$ cat src/rtl/uart_bfc_pkg.sv
package uart_bfc_pkg;

    localparam int NUM_PORTS = 2;

    typedef enum logic [1:0] {
        SRC_T1      = 2'b00,
        SRC_T2      = 2'b01,
        SRC_GEN     = 2'b10,
        SRC_GEN_ALT = 2'b11
    } baud_src_e;

    typedef enum logic {
        PH_SKIP = 1'b0,
        PH_PASS = 1'b1
    } half_phase_e;

    typedef enum logic {
        FE_CLEAR = 1'b0,
        FE_SET   = 1'b1
    } fe_state_e;

    localparam logic [2:0] REG_MODE  = 3'd0;
    localparam logic [2:0] REG_SC0   = 3'd1;
    localparam logic [2:0] REG_SC1   = 3'd2;
    localparam logic [2:0] REG_BCFG  = 3'd3;
    localparam logic [2:0] REG_RLDLO = 3'd4;
    localparam logic [2:0] REG_RLDHI = 3'd5;

    localparam logic [7:0] MODE_POR_VAL = 8'h10;
    localparam logic [7:0] MODE_SYS_VAL = 8'h00;

endpackage

$ cat src/rtl/bfc_cfg_regs.sv
module bfc_cfg_regs
    import uart_bfc_pkg::*;
#(
    parameter int ADDR_W = 3,
    parameter int DATA_W = 8,
    localparam int RLD_W = 2 * DATA_W
) (
    input  logic              clk,
    input  logic              por_n,
    input  logic              sys_rst_n,
    input  logic              wr_en,
    input  logic [ADDR_W-1:0] addr,
    input  logic [DATA_W-1:0] wr_data,
    output logic [DATA_W-1:0] mode_q,
    output logic [DATA_W-1:0] bcfg_q,
    output logic [RLD_W-1:0]  reload_q,
    output logic              sel_change
);

    logic wr_mode, wr_bcfg, wr_lo, wr_hi;

    always_comb begin
        wr_mode    = wr_en && (addr == ADDR_W'(REG_MODE));
        wr_bcfg    = wr_en && (addr == ADDR_W'(REG_BCFG));
        wr_lo      = wr_en && (addr == ADDR_W'(REG_RLDLO)) && !bcfg_q[2];
        wr_hi      = wr_en && (addr == ADDR_W'(REG_RLDHI)) && !bcfg_q[2];
        sel_change = wr_bcfg && (wr_data[1:0] != bcfg_q[1:0]);
    end

    always_ff @(posedge clk) begin
        if (!por_n) begin
            mode_q <= DATA_W'(MODE_POR_VAL);
        end else if (!sys_rst_n) begin
            mode_q <= DATA_W'(MODE_SYS_VAL);
        end else if (wr_mode) begin
            mode_q <= wr_data;
        end
    end

    always_ff @(posedge clk) begin
        if (!por_n || !sys_rst_n) begin
            bcfg_q   <= '0;
            reload_q <= '0;
        end else begin
            if (wr_bcfg) bcfg_q <= wr_data;
            if (wr_lo)   reload_q[DATA_W-1:0] <= wr_data;
            if (wr_hi)   reload_q[RLD_W-1:DATA_W] <= wr_data;
        end
    end

endmodule

$ cat src/rtl/bfc_port0_div.sv
module bfc_port0_div
    import uart_bfc_pkg::*;
(
    input  logic      clk,
    input  logic      rst,
    input  logic      t1_tick,
    input  logic      t2_tick,
    input  logic      gen_tick,
    input  baud_src_e sel,
    input  logic      sel_change,
    input  logic      rate_full,
    output logic      tick_q
);

    half_phase_e phase_q, phase_nxt;
    logic        src_hit;
    logic        pass_now;

    always_comb begin
        unique case (sel)
            SRC_T1:      src_hit = t1_tick;
            SRC_T2:      src_hit = t2_tick;
            SRC_GEN,
            SRC_GEN_ALT: src_hit = gen_tick;
        endcase
    end

    always_comb begin
        phase_nxt = phase_q;
        if (sel_change) begin
            phase_nxt = PH_SKIP;
        end else if (src_hit) begin
            unique case (phase_q)
                PH_SKIP: phase_nxt = PH_PASS;
                PH_PASS: phase_nxt = PH_SKIP;
            endcase
        end
    end

    always_ff @(posedge clk) begin
        if (rst) phase_q <= PH_SKIP;
        else     phase_q <= phase_nxt;
    end

    always_comb begin
        pass_now = src_hit && !sel_change && (rate_full || (phase_q == PH_PASS));
    end

    always_ff @(posedge clk) begin
        if (rst) tick_q <= 1'b0;
        else     tick_q <= pass_now;
    end

endmodule

$ cat src/rtl/bfc_bit7_slot.sv
module bfc_bit7_slot
    import uart_bfc_pkg::*;
#(
    parameter int DATA_W = 8
) (
    input  logic              clk,
    input  logic              rst,
    input  logic              wr,
    input  logic [DATA_W-1:0] wr_data,
    input  logic              fe_view,
    input  logic              fe_pulse,
    output logic [DATA_W-1:0] rd_view,
    output logic              sm0_q,
    output logic              fe_flag
);

    logic [DATA_W-2:0] low_q;
    fe_state_e         fe_q, fe_nxt;
    logic              clear_req;

    always_comb begin
        clear_req = wr && fe_view && !wr_data[DATA_W-1];
        fe_nxt    = fe_q;
        unique case (fe_q)
            FE_CLEAR: if (fe_pulse) fe_nxt = FE_SET;
            FE_SET:   if (!fe_pulse && clear_req) fe_nxt = FE_CLEAR;
        endcase
    end

    always_ff @(posedge clk) begin
        if (rst) fe_q <= FE_CLEAR;
        else     fe_q <= fe_nxt;
    end

    always_ff @(posedge clk) begin
        if (rst) begin
            low_q <= '0;
            sm0_q <= 1'b0;
        end else if (wr) begin
            low_q <= wr_data[DATA_W-2:0];
            if (!fe_view) sm0_q <= wr_data[DATA_W-1];
        end
    end

    always_comb begin
        fe_flag = (fe_q == FE_SET);
        rd_view = {fe_view ? fe_flag : sm0_q, low_q};
    end

endmodule

$ cat src/rtl/uart_baud_frame_ctl.sv
module uart_baud_frame_ctl
    import uart_bfc_pkg::*;
#(
    parameter int ADDR_W = 3,
    parameter int DATA_W = 8,
    localparam int RLD_W = 2 * DATA_W
) (
    input  logic                 clk,
    input  logic                 por_n,
    input  logic                 sys_rst_n,
    input  logic                 t1_tick,
    input  logic                 t2_tick,
    input  logic                 gen_tick,
    input  logic                 wr_en,
    input  logic                 rd_en,
    input  logic [ADDR_W-1:0]    addr,
    input  logic [DATA_W-1:0]    wr_data,
    output logic [DATA_W-1:0]    rd_data,
    input  logic [NUM_PORTS-1:0] fe_pulse,
    output logic [NUM_PORTS-1:0] baud_tick,
    output logic [NUM_PORTS-1:0] ri_late,
    output logic                 gen_run,
    output logic [RLD_W-1:0]     gen_reload
);

    logic                 rst_any;
    logic [DATA_W-1:0]    mode_q, bcfg_q;
    logic [RLD_W-1:0]     reload_q;
    logic                 sel_change;
    logic                 rate_full, fe_view;
    logic                 p0_tick, p1_tick_q;
    logic [DATA_W-1:0]    scon_view [NUM_PORTS];
    logic [NUM_PORTS-1:0] sm0_bits, fe_flag, scon_wr;
    logic [DATA_W-1:0]    rd_nxt, rd_q;

    always_comb begin
        rst_any   = !por_n || !sys_rst_n;
        rate_full = mode_q[DATA_W-1];
        fe_view   = mode_q[DATA_W-2];
    end

    bfc_cfg_regs #(.ADDR_W(ADDR_W), .DATA_W(DATA_W)) regs_i (
        .clk        (clk),
        .por_n      (por_n),
        .sys_rst_n  (sys_rst_n),
        .wr_en      (wr_en),
        .addr       (addr),
        .wr_data    (wr_data),
        .mode_q     (mode_q),
        .bcfg_q     (bcfg_q),
        .reload_q   (reload_q),
        .sel_change (sel_change)
    );

    bfc_port0_div div0_i (
        .clk        (clk),
        .rst        (rst_any),
        .t1_tick    (t1_tick),
        .t2_tick    (t2_tick),
        .gen_tick   (gen_tick),
        .sel        (baud_src_e'(bcfg_q[1:0])),
        .sel_change (sel_change),
        .rate_full  (rate_full),
        .tick_q     (p0_tick)
    );

    always_ff @(posedge clk) begin
        if (rst_any) p1_tick_q <= 1'b0;
        else         p1_tick_q <= gen_tick;
    end

    for (genvar p = 0; p < NUM_PORTS; p++) begin : g_slot
        always_comb scon_wr[p] = wr_en && (addr == ADDR_W'(int'(REG_SC0) + p));

        bfc_bit7_slot #(.DATA_W(DATA_W)) slot_i (
            .clk      (clk),
            .rst      (rst_any),
            .wr       (scon_wr[p]),
            .wr_data  (wr_data),
            .fe_view  (fe_view),
            .fe_pulse (fe_pulse[p]),
            .rd_view  (scon_view[p]),
            .sm0_q    (sm0_bits[p]),
            .fe_flag  (fe_flag[p])
        );

        always_comb ri_late[p] = fe_view && sm0_bits[p];
    end

    always_comb begin
        unique case (addr)
            ADDR_W'(REG_MODE):  rd_nxt = mode_q;
            ADDR_W'(REG_SC0):   rd_nxt = scon_view[0];
            ADDR_W'(REG_SC1):   rd_nxt = scon_view[1];
            ADDR_W'(REG_BCFG):  rd_nxt = bcfg_q;
            ADDR_W'(REG_RLDLO): rd_nxt = reload_q[DATA_W-1:0];
            ADDR_W'(REG_RLDHI): rd_nxt = reload_q[RLD_W-1:DATA_W];
            default:            rd_nxt = '0;
        endcase
    end

    always_ff @(posedge clk) begin
        if (rst_any)    rd_q <= '0;
        else if (rd_en) rd_q <= rd_nxt;
    end

    always_comb begin
        rd_data    = rd_q;
        baud_tick  = {p1_tick_q, p0_tick};
        gen_run    = bcfg_q[2];
        gen_reload = reload_q;
    end

endmodule

$ cat config.mk
export PLATFORM = sky130hd
export DESIGN_NAME = uart_baud_frame_ctl
export DESIGN_NICKNAME = d
export VERILOG_FILES = /design/src/rtl/uart_bfc_pkg.sv /design/src/rtl/bfc_cfg_regs.sv /design/src/rtl/bfc_port0_div.sv /design/src/rtl/bfc_bit7_slot.sv /design/src/rtl/uart_baud_frame_ctl.sv
export SDC_FILE = /design/constraint.sdc
export NUM_CORES = 1
export LEC_CHECK = 0
export ABC_AREA = 1
export BUFFER_PORTS_ARGS = -buffer_cell sky130_fd_sc_hd__clkbuf_2
export CAP_MARGIN = 25
export CORE_ASPECT_RATIO = 0.8
export CORE_MARGIN = 3
export CORE_UTILIZATION = 25
export DETAILED_ROUTE_END_ITERATION = 8
export GPL_TIMING_DRIVEN = 0
export PLACE_DENSITY = 0.47
export RECOVER_POWER = 100
export SLEW_MARGIN = 15
export SYNTH_ARGS = -nofsm -noshare
export SYNTH_HDL_FRONTEND = slang
export SYNTH_HIERARCHICAL = 1
export SYNTH_SLANG_ARGS = --single-unit
export TNS_END_PERCENT = 100
$ cat constraint.sdc
create_clock -name clk -period 2.6 [get_ports clk]
set_input_delay 0.26 -clock clk [delete_from_list [all_inputs] [get_ports clk]]
set_output_delay 0.26 -clock clk [all_outputs]
set_load 0.01 [all_outputs]
==> impl_metrics.ini, run 1 <==
[status]
status = finished, final reports clean

[yosys]
synth_fa_ha_area_share_pct = 0
synthDistinctLibCells = 27
syn_area_um2 = 3230
synth_top_family_by_area = simple AND/OR/NAND/NOR gates
ys_ff_latch = 61
yosys-top-cells-area = dfxtp_1 (38%), nand2_1 (12%), nor2_1 (8.6%)
synth_compound_area_share_pct = 10.1
syn-num-nets = 466
synthSimpleGateAreaFrac_pct = 40.4
yosys.area.top_type = dfxtp_1
synthMuxAreaShare_pct = 0
synth_cells = 445
synth_top_area_share_pct = 37.8
ys_seq_area_share_pct = 37.8
synth_xor_area_share_pct = 0.542
postSynthAreaPerCell_um2 = 7.26
yosysWarnings = 6

[placed_design]
io_buffers = 48
dp_hpwl_mm = 7.77
placed_cell_area_um2 = 3680
gp_congestion = 0.820

[timing]
rsz0062_at_grt = no
hold_viol_final = 0
final-setup-viol-count = 0
max_clock_freq_mhz = 522
post-route-min-period_ns = 1.91
slew_headroom_pct = 56.1
slew_violations = 0
tightest_slew_ns = 0.657
period_share_pct = 73.6
tns_ns = 0
fin_worst_skew_ns = 0.00491

[clock_network]
clk_latency_ns = 0.34
htreeDepth = 3
cts_setup_buffers = 0
root_buffer = clkbuf_16
cts_resized = 0
cts_sinks = 61
cts_buffers = 9
postCtsHoldBufs = 0
cts_tree = done
clkTransAtPathRegs_ns = 0.06
clock_path_buffers = 2

[layout]
final_nets = 525
final.fill_count = 1402
regArea_um2 = 1220
finalInstanceArea_um2 = 3860
drive_above_1_share_pct = 18.3
area_delta_synth_final_pct = 19.4
fin_util_pct = 31.1
multi_input_area_um2 = 1600
n_antenna_cell = 0

[global_route]
grt_max_degree = 13
antenna_found_initial = 0
grt_pass1_wl_mm = 16.1
grt_pass1_vias = 2917
grt_use_total_pct = 14.7
grt_overflow_total = 0

[route]
avgRoutedWirePerCell_um = 15.0
ant_nets = 0
drtPass1Iterations = 4
finalWirelength_mm = 10.2
route.vias.total = 3042
drc = 0
vias_per_cell = 4.47
drtIter0Drc = 176

[pwr]
vdd_drop_max_uv = 251
p_leak_nw = 1.49
power.density_nw_per_um2 = 621

[critical_path]
cp.arrival_ns = 2.13
path_max_fanout = 10
start_kind = input port
path_class = in2reg
cp.required_ns = 2.81
endpoint_kind = flop

[floorplan]
die_area_um2 = 14300
ioPinCount = 50
core_area_um2 = 12400
chipWidth_um = 133
floorplan.initialDensity_pct = 26.1
rows = 36
die_h_um = 108

[worst_hold_path]
worstHoldPathType = in2reg

[flow_run]
drv_cap = 0
[power by group]
group	switching [mW]	leakage, nW	total (mW)	internal, mW
Sequential	0.0116	0.494	0.963	0.952
Clock	0.445	0.140	1.21	0.763
Combinational	0.157	0.853	0.225	0.0675
Total	0.614	1.49	2.40	1.78
[metrics by stage]
step,hold slack (ns),power (mW),std cells,setup WS [ns]
2_1_floorplan,0.345,1.13,445,1.21
3_3_place_gp,0.453,1.22,664,0.884
3_5_place_dp,0.455,1.22,664,0.860
4_1_cts,0.145,2.44,680,0.934
5_1_grt,0.167,2.49,680,0.498
6_report,0.154,2.40,680,0.686
[worst max-delay path: stages]
cell,delay (ns)
clkbuf_1,0.14
clkbuf_1,0.25
clkbuf_1,0.30
nor4_1,0.32
clkbuf_1,0.54
inv_8,0.10
o21ai_4,0.15
a21oi_2,0.06
[sequential cells by signal, summed over array words and instances (netlist names)]
signal,flops
g_slot.slot_i/fe_flag,2
regs_i/bcfg_q,8
div0_i/tick_q,1
g_slot.slot_i/low_q,14
div0_i/phase_q,1
regs_i/reload_q,16
rd_data,8
regs_i/mode_q,8
p1_tick_q,1
g_slot.slot_i/sm0_q,2
[logic make-up (layout without fill, tap and decap cells)]
family	after synthesis	count (layout)
AOI/OAI and AO/OA	45	45
xor gates and xnor gates	2	2
buffers and inverters	59	123
DFF	61	61
and+or+nand+nor	278	278
[cell usage in the layout (no fill, tap or decap), drive strengths merged, types with 4 or more instances in the layout]
cell type and count:
nand4 33, dfxtp 61, nor2 79, buf 15
inv 34, clkbuf 67, clkinvlp 4, o21ai 11
nand3 50, nand2 114, a21oi 33
[per-layer routing]
| metal | vias up | global-route usage (%) | wire, um |
|---|---|---|---|
| met1 | 1384 | 21.1 | 5150 |
| met5 | - | 0 | 0 |
| li1 | 1578 | - | - |
| met2 | 70 | 21.7 | 4320 |
| met3 | 10 | 3.97 | 647 |
| met4 | 0 | 3.86 | 102 |
[cells in the mapped netlist (all sizes together)]
cell / instances
a21boi: 1
a21oi: 33
buf: 22
clkbuf: 2
dfxtp: 61
inv: 35
nand2: 114
nand3: 50
nand4: 33
nor2: 79
nor4: 1
o21ai: 11
or2: 1
xnor2: 2
[worst paths after layout]
check	slack [ns]	startpoint	endpoint	cells after the start
worst max register to register	1.10	regs_i/mode_q[6]$_SDFFE_PN0P_	rd_data[7]$_SDFFE_PP0P_	7
worst max-delay path	0.69	addr[2]	g_slot[1].slot_i/sm0_q$_SDFFE_PP0P_	8
worst min register to register	0.46	regs_i/mode_q[2]$_SDFFE_PN0P_	regs_i/mode_q[2]$_SDFFE_PN0P_	2
worst min-delay path	0.15	gen_tick	p1_tick_q$_SDFF_PP0_	3
[layout make-up]
| class | instances | share of cell area, % |
|---|---|---|
| Multi-Input combinational cell | 325 | 41.6 |
| Sequential cell | 61 | 31.7 |
| Clock buffer | 10 | 6.20 |
| Tap cell | 171 | 5.55 |
| Timing Repair Buffer | 48 | 5.19 |
| Buffer | 24 | 4.51 |
| Inverter | 35 | 3.70 |
| Clock inverter | 6 | 1.62 |
(Power assumes the default switching activity.)
==> inputs of run 2 (changes only) <==
==> constraint.sdc (replaced) <==
create_clock -name clk -period 1.77 [get_ports clk]
set_input_delay 0.177 -clock clk [delete_from_list [all_inputs] [get_ports clk]]
set_output_delay 0.177 -clock clk [all_outputs]
set_load 0.01 [all_outputs]
==> impl_metrics.ini, run 2 (synthesized netlist as in run 1, its figures left out) <==
[layout]
regArea_um2 = 1220
finalInstanceArea_um2 = 3850
final.fill_count = 1395
largestRegisters = regs_i/reload_q (16), g_slot.slot_i/low_q (14)
regMostFlops = regs_i/reload_q
final_common_cell = nand2_1
largest_register_ffs = 16
fin_util_pct = 31.1
mostFrequentLayoutCells = nand2_1 (107), nor2_1 (76), dfxtp_1 (61)
multi_input_area_um2 = 1600
final_nets = 525
drive_above_1_share_pct = 18.1
n_antenna_cell = 0
area_delta_synth_final_pct = 19.1

[floorplan]
floorplan.initialDensity_pct = 26.1
core_area_um2 = 12400
die_area_um2 = 14300
ioPinCount = 50
rows = 36
die_h_um = 108
chipWidth_um = 133

[route]
ant_nets = 0
drtIter0Drc = 166
drc = 0
finalWirelength_mm = 10.2
avgRoutedWirePerCell_um = 15.0
vias_per_cell = 4.48
route.vias.total = 3049
drtPass1Iterations = 4

[timing]
tns_ns = 0
period_share_pct = 89.7
final-setup-viol-count = 0
post-route-min-period_ns = 1.59
rsz0062_at_grt = no
slew_violations = 0
hold_slack_ns = 0.0724
hold_viol_final = 0
max_clock_freq_mhz = 630
tightest_slew_ns = 0.640
slew_headroom_pct = 57.2
fin_worst_skew_ns = 0.00548

[clock_network]
cts_resized = 0
cts_tree = done
clock_path_buffers = 2
cts_setup_buffers = 0
cts_buffers = 9
root_buffer = clkbuf_16
cts_sinks = 61
htreeDepth = 3
postCtsHoldBufs = 0
clkTransAtPathRegs_ns = 0.06
clk_latency_ns = 0.33

[critical_path]
path_cells = clkbuf_1, clkbuf_1, clkbuf_2, nor4_1, clkbuf_2, inv_2, nand2_1, a21oi_2
start_kind = input port
crit_path_top_delay_cell = clkbuf_1
path_class = in2reg
cpPeakStageDelay_ns = 0.37
path_max_fanout = 10
endpoint_kind = flop
cp.arrival_ns = 1.85
cp.required_ns = 2.03
r2r_cells = 7

[pwr]
p_leak_nw = 1.49
seqPwrFrac_pct = 40.2
swShare_pct = 25.6
power.internal_mw = 2.62
combPwrFrac_pct = 9.4
vdd_drop_max_uv = 366
power.density_nw_per_um2 = 915
switchingPower_uw = 901
p_clk_share_pct = 50.4

[worst_hold_path]
worstHoldPathType = in2reg
holdPathStages = 3

[global_route]
grt_pass1_wl_mm = 16.1
grt_overflow_total = 0
grt_use_total_pct = 14.7
grt_pass1_vias = 2917
grt_max_degree = 13
antenna_found_initial = 0

[placed_design]
io_buffers = 48
placed_cell_area_um2 = 3680
dp_hpwl_mm = 7.77
gp_congestion = 0.820

[status]
status = finished, final reports clean

[flow_run]
drv_cap = 0
## run 2: changes by cell type in the layout (fill, tap and decap cells not counted), moves of 3 or more
cell      previous run  this run
a21oi_2             15        19
nand2_2             14         7
clkbuf_2            18        21
nand2_1            100       107
clkbuf_1            39        36
a21oi_1             18        14
## run 2: power groups by stage
| stage | Sequential, mW | Combinational (mW) | Clock (mW) |
|---|---|---|---|
| 6_report | 1.41 | 0.330 | 1.78 |
| 4_1_cts | 1.42 | 0.349 | 1.82 |
| 3_3_place_gp | 1.44 | 0.346 | 0 |
| 2_1_floorplan | 1.45 | 0.219 | 0 |
| 5_1_grt | 1.42 | 0.370 | 1.86 |
| 3_5_place_dp | 1.45 | 0.348 | 0 |
## run 2: layer usage
metal | wire length [um] | GRT usage, % | vias to the layer above
met5 | 0 | 0 | -
met4 | 72 | 3.86 | 0
met3 | 666 | 3.97 | 9
met2 | 4320 | 21.7 | 72
met1 | 5150 | 21.1 | 1388
li1 | - | - | 1580
## run 2: worst max-delay path, delay by kind of cell
kind / cells / cell delay [ns]
buffers and inverters: 5 / 1.34
AND/OR/NAND/NOR: 2 / 0.21
AO/OA/AOI/OAI: 1 / 0.13
## run 2: final timing paths
kind | slack (ns) | end | from
worst max-delay path | 0.18 | g_slot[1].slot_i/low_q[3]$_SDFFE_PP0P_ | addr[2]
worst min register to register | 0.46 | regs_i/mode_q[2]$_SDFFE_PN0P_ | regs_i/mode_q[2]$_SDFFE_PN0P_
worst max register to register | 0.26 | rd_data[7]$_SDFFE_PP0P_ | regs_i/mode_q[6]$_SDFFE_PN0P_
worst min-delay path | 0.07 | p1_tick_q$_SDFF_PP0_ | gen_tick
## run 2: final cells by class
cell class              count  share of cell area (%)
plain buffers              24                    4.62
flip-flops and latches     61                    31.7
inverters                  35                    3.58
repair buffers             48                    5.20
multi-input cells         325                    41.5
clock buffers              10                    6.21
well taps                 171                    5.56
clock inverters             6                    1.63
## run 2: metrics by stage
stage	instances	worst slack (ns)	total power [mW]
after CTS	680	0.162	3.58
after global placement	664	0.137	1.79
final	680	0.182	3.52
after floorplan	445	0.460	1.66
after global routing	680	0.0261	3.65
after detailed placement	664	0.113	1.79
==> inputs of run 3 (changes only) <==
--- a/config.mk
+++ b/config.mk
@@ -6,6 +6,7 @@
 export NUM_CORES = 1
 export LEC_CHECK = 0
 export ABC_AREA = 1
+export ABC_CLOCK_PERIOD_IN_PS = 1770
 export BUFFER_PORTS_ARGS = -buffer_cell sky130_fd_sc_hd__clkbuf_2
 export CAP_MARGIN = 25
 export CORE_ASPECT_RATIO = 0.8
@@ -14,7 +15,7 @@
 export DETAILED_ROUTE_END_ITERATION = 8
 export GPL_TIMING_DRIVEN = 0
 export PLACE_DENSITY = 0.47
-export RECOVER_POWER = 100
+export REMOVE_ABC_BUFFERS = 1
 export SLEW_MARGIN = 15
 export SYNTH_ARGS = -nofsm -noshare
 export SYNTH_HDL_FRONTEND = slang
==> impl_metrics.ini, run 3 (synthesized netlist as in run 1, its figures left out) <==
[global_route]
grt_overflow_total = 0
met2_usage_pct = 20.9
antenna_found_initial = 0
grt_max_degree = 33
gr-usage-met1_pct = 19.1
grt_pass1_vias = 3005
grt_use_total_pct = 13.8
global_route.usage.met3_pct = 3.83
grt_pass1_wl_mm = 15.5
busiest_layer = met2

[timing]
slew_violations = 0
hold_slack_ns = 0.0479
hold_viol_final = 0
period_share_pct = 90.6
max_clock_freq_mhz = 623
tns_ns = 0
final-setup-viol-count = 0
fin_worst_skew_ns = 0.00698
rsz0062_at_grt = no
post-route-min-period_ns = 1.60
worst_slack_ns = 0.166
tightest_slew_ns = 0.773
slew_headroom_pct = 48.4

[clock_network]
htreeDepth = 3
cts_tree = done
cts_sinks = 61
clk_latency_ns = 0.33
clkTransAtPathRegs_ns = 0.05
root_buffer = clkbuf_16
postCtsHoldBufs = 0
clock_path_buffers = 2
cts_buffers = 9

[layout]
regMostFlops = regs_i/reload_q
largestRegisters = regs_i/reload_q (16), g_slot.slot_i/low_q (14)
final_nets = 504
mostFrequentLayoutCells = nand2_1 (100), nor2_1 (73), dfxtp_1 (61)
largest_register_ffs = 16
n_antenna_cell = 0
final_common_cell = nand2_1
fin_util_pct = 31.1
drive_above_1_share_pct = 25.0
area_delta_synth_final_pct = 19.2

[status]
status = finished, final reports clean

[critical_path]
endpoint_kind = flop
path_max_fanout = 32
cpPeakStageDelay_ns = 0.42
path_class = in2reg
cp_top_family = buffers and inverters
start_kind = input port
cp.arrival_ns = 1.83
cp.required_ns = 1.99
r2r_slack_ns = 0.30
cp.depth = 7
path_cells = clkbuf_2, inv_4, nand3_1, nor2_4, inv_8, o21ai_4, a21oi_2
path_buf_inv = 3
r2r_cells = 7
crit_path_top_delay_cell = inv_4

[worst_hold_path]
worstHoldPathType = in2reg
holdPathStages = 2

[floorplan]
die_h_um = 108
die_area_um2 = 14300
ioPinCount = 50
chipWidth_um = 133
floorplan.initialDensity_pct = 26.1
core_area_um2 = 12400
rows = 36

[placed_design]
gp_congestion = 0.772
dp_hpwl_mm = 6.63
io_buffers = 49
place_worst_setup_slack_ns = -0.809

[route]
drtIter0Drc = 207
avgRoutedWirePerCell_um = 14.1
ant_nets = 0
drtPass1Iterations = 4
finalWirelength_mm = 9.29
drc = 0
vias_per_cell = 4.62
route.vias.total = 3046

[pwr]
power.density_nw_per_um2 = 936
vdd_drop_max_uv = 542
p_leak_nw = 1.53

[flow_run]
drv_cap = 0
-- run 3: cell count changes in the layout (fill, tap and decap cells not counted), sizes merged --
cell and delta:
buf -13, bufinv +1, clkbuf -8, clkinv -1, clkinvlp -1, inv +1
-- run 3: repair_timing --
| action | in CTS | in global routing |
|---|---|---|
| setup endpoints to repair | 26 | 19 |
| resized for setup | 3 | 6 |
| pin swaps | 0 | 0 |
| buffers inserted | 0 | 0 |
-- run 3: path summary, 6_finish.rpt --
path                                      start                                  end
hold / removal                            por_n        regs_i/mode_q[4]$_SDFFE_PN1P_
setup / recovery                        addr[2]  g_slot[0].slot_i/sm0_q$_SDFFE_PP0P_
hold reg to reg   regs_i/mode_q[3]$_SDFFE_PN0P_        regs_i/mode_q[3]$_SDFFE_PN0P_
setup reg to reg  regs_i/mode_q[6]$_SDFFE_PN0P_              rd_data[7]$_SDFFE_PP0P_
-- run 3: cell type report --
cell class	instances	area, um^2
timing repair buffer	51	270
fill	1353	8540
sequential	61	1220
inverter	35	151
tap	171	214
clock inverter	6	87.6
multi-input combinational	325	1680
clock buffer	10	229
-- run 3: where the power goes --
part | total [mW] | internal, mW | switching (mW)
sequential | 1.42 | 1.40 | 0.0169
clock | 1.87 | 1.23 | 0.641
combinational | 0.317 | 0.0839 | 0.233
total | 3.60 | 2.71 | 0.892
-- run 3: layer usage --
metal	part of all wire, %	vias to the layer above
met3	6.3	10
met4	1.3	0
met2	43	86
met1	50	1416
li1	-	1534
met5	0	-
-- run 3: metrics by stage --
stage,total power [mW],instance area [um^2],cells
5_1_grt,3.74,3850,659
3_5_place_dp,1.76,3500,643
4_1_cts,3.65,3830,659
6_report,3.60,3850,659
2_1_floorplan,1.61,3020,421
3_3_place_gp,1.75,3480,641
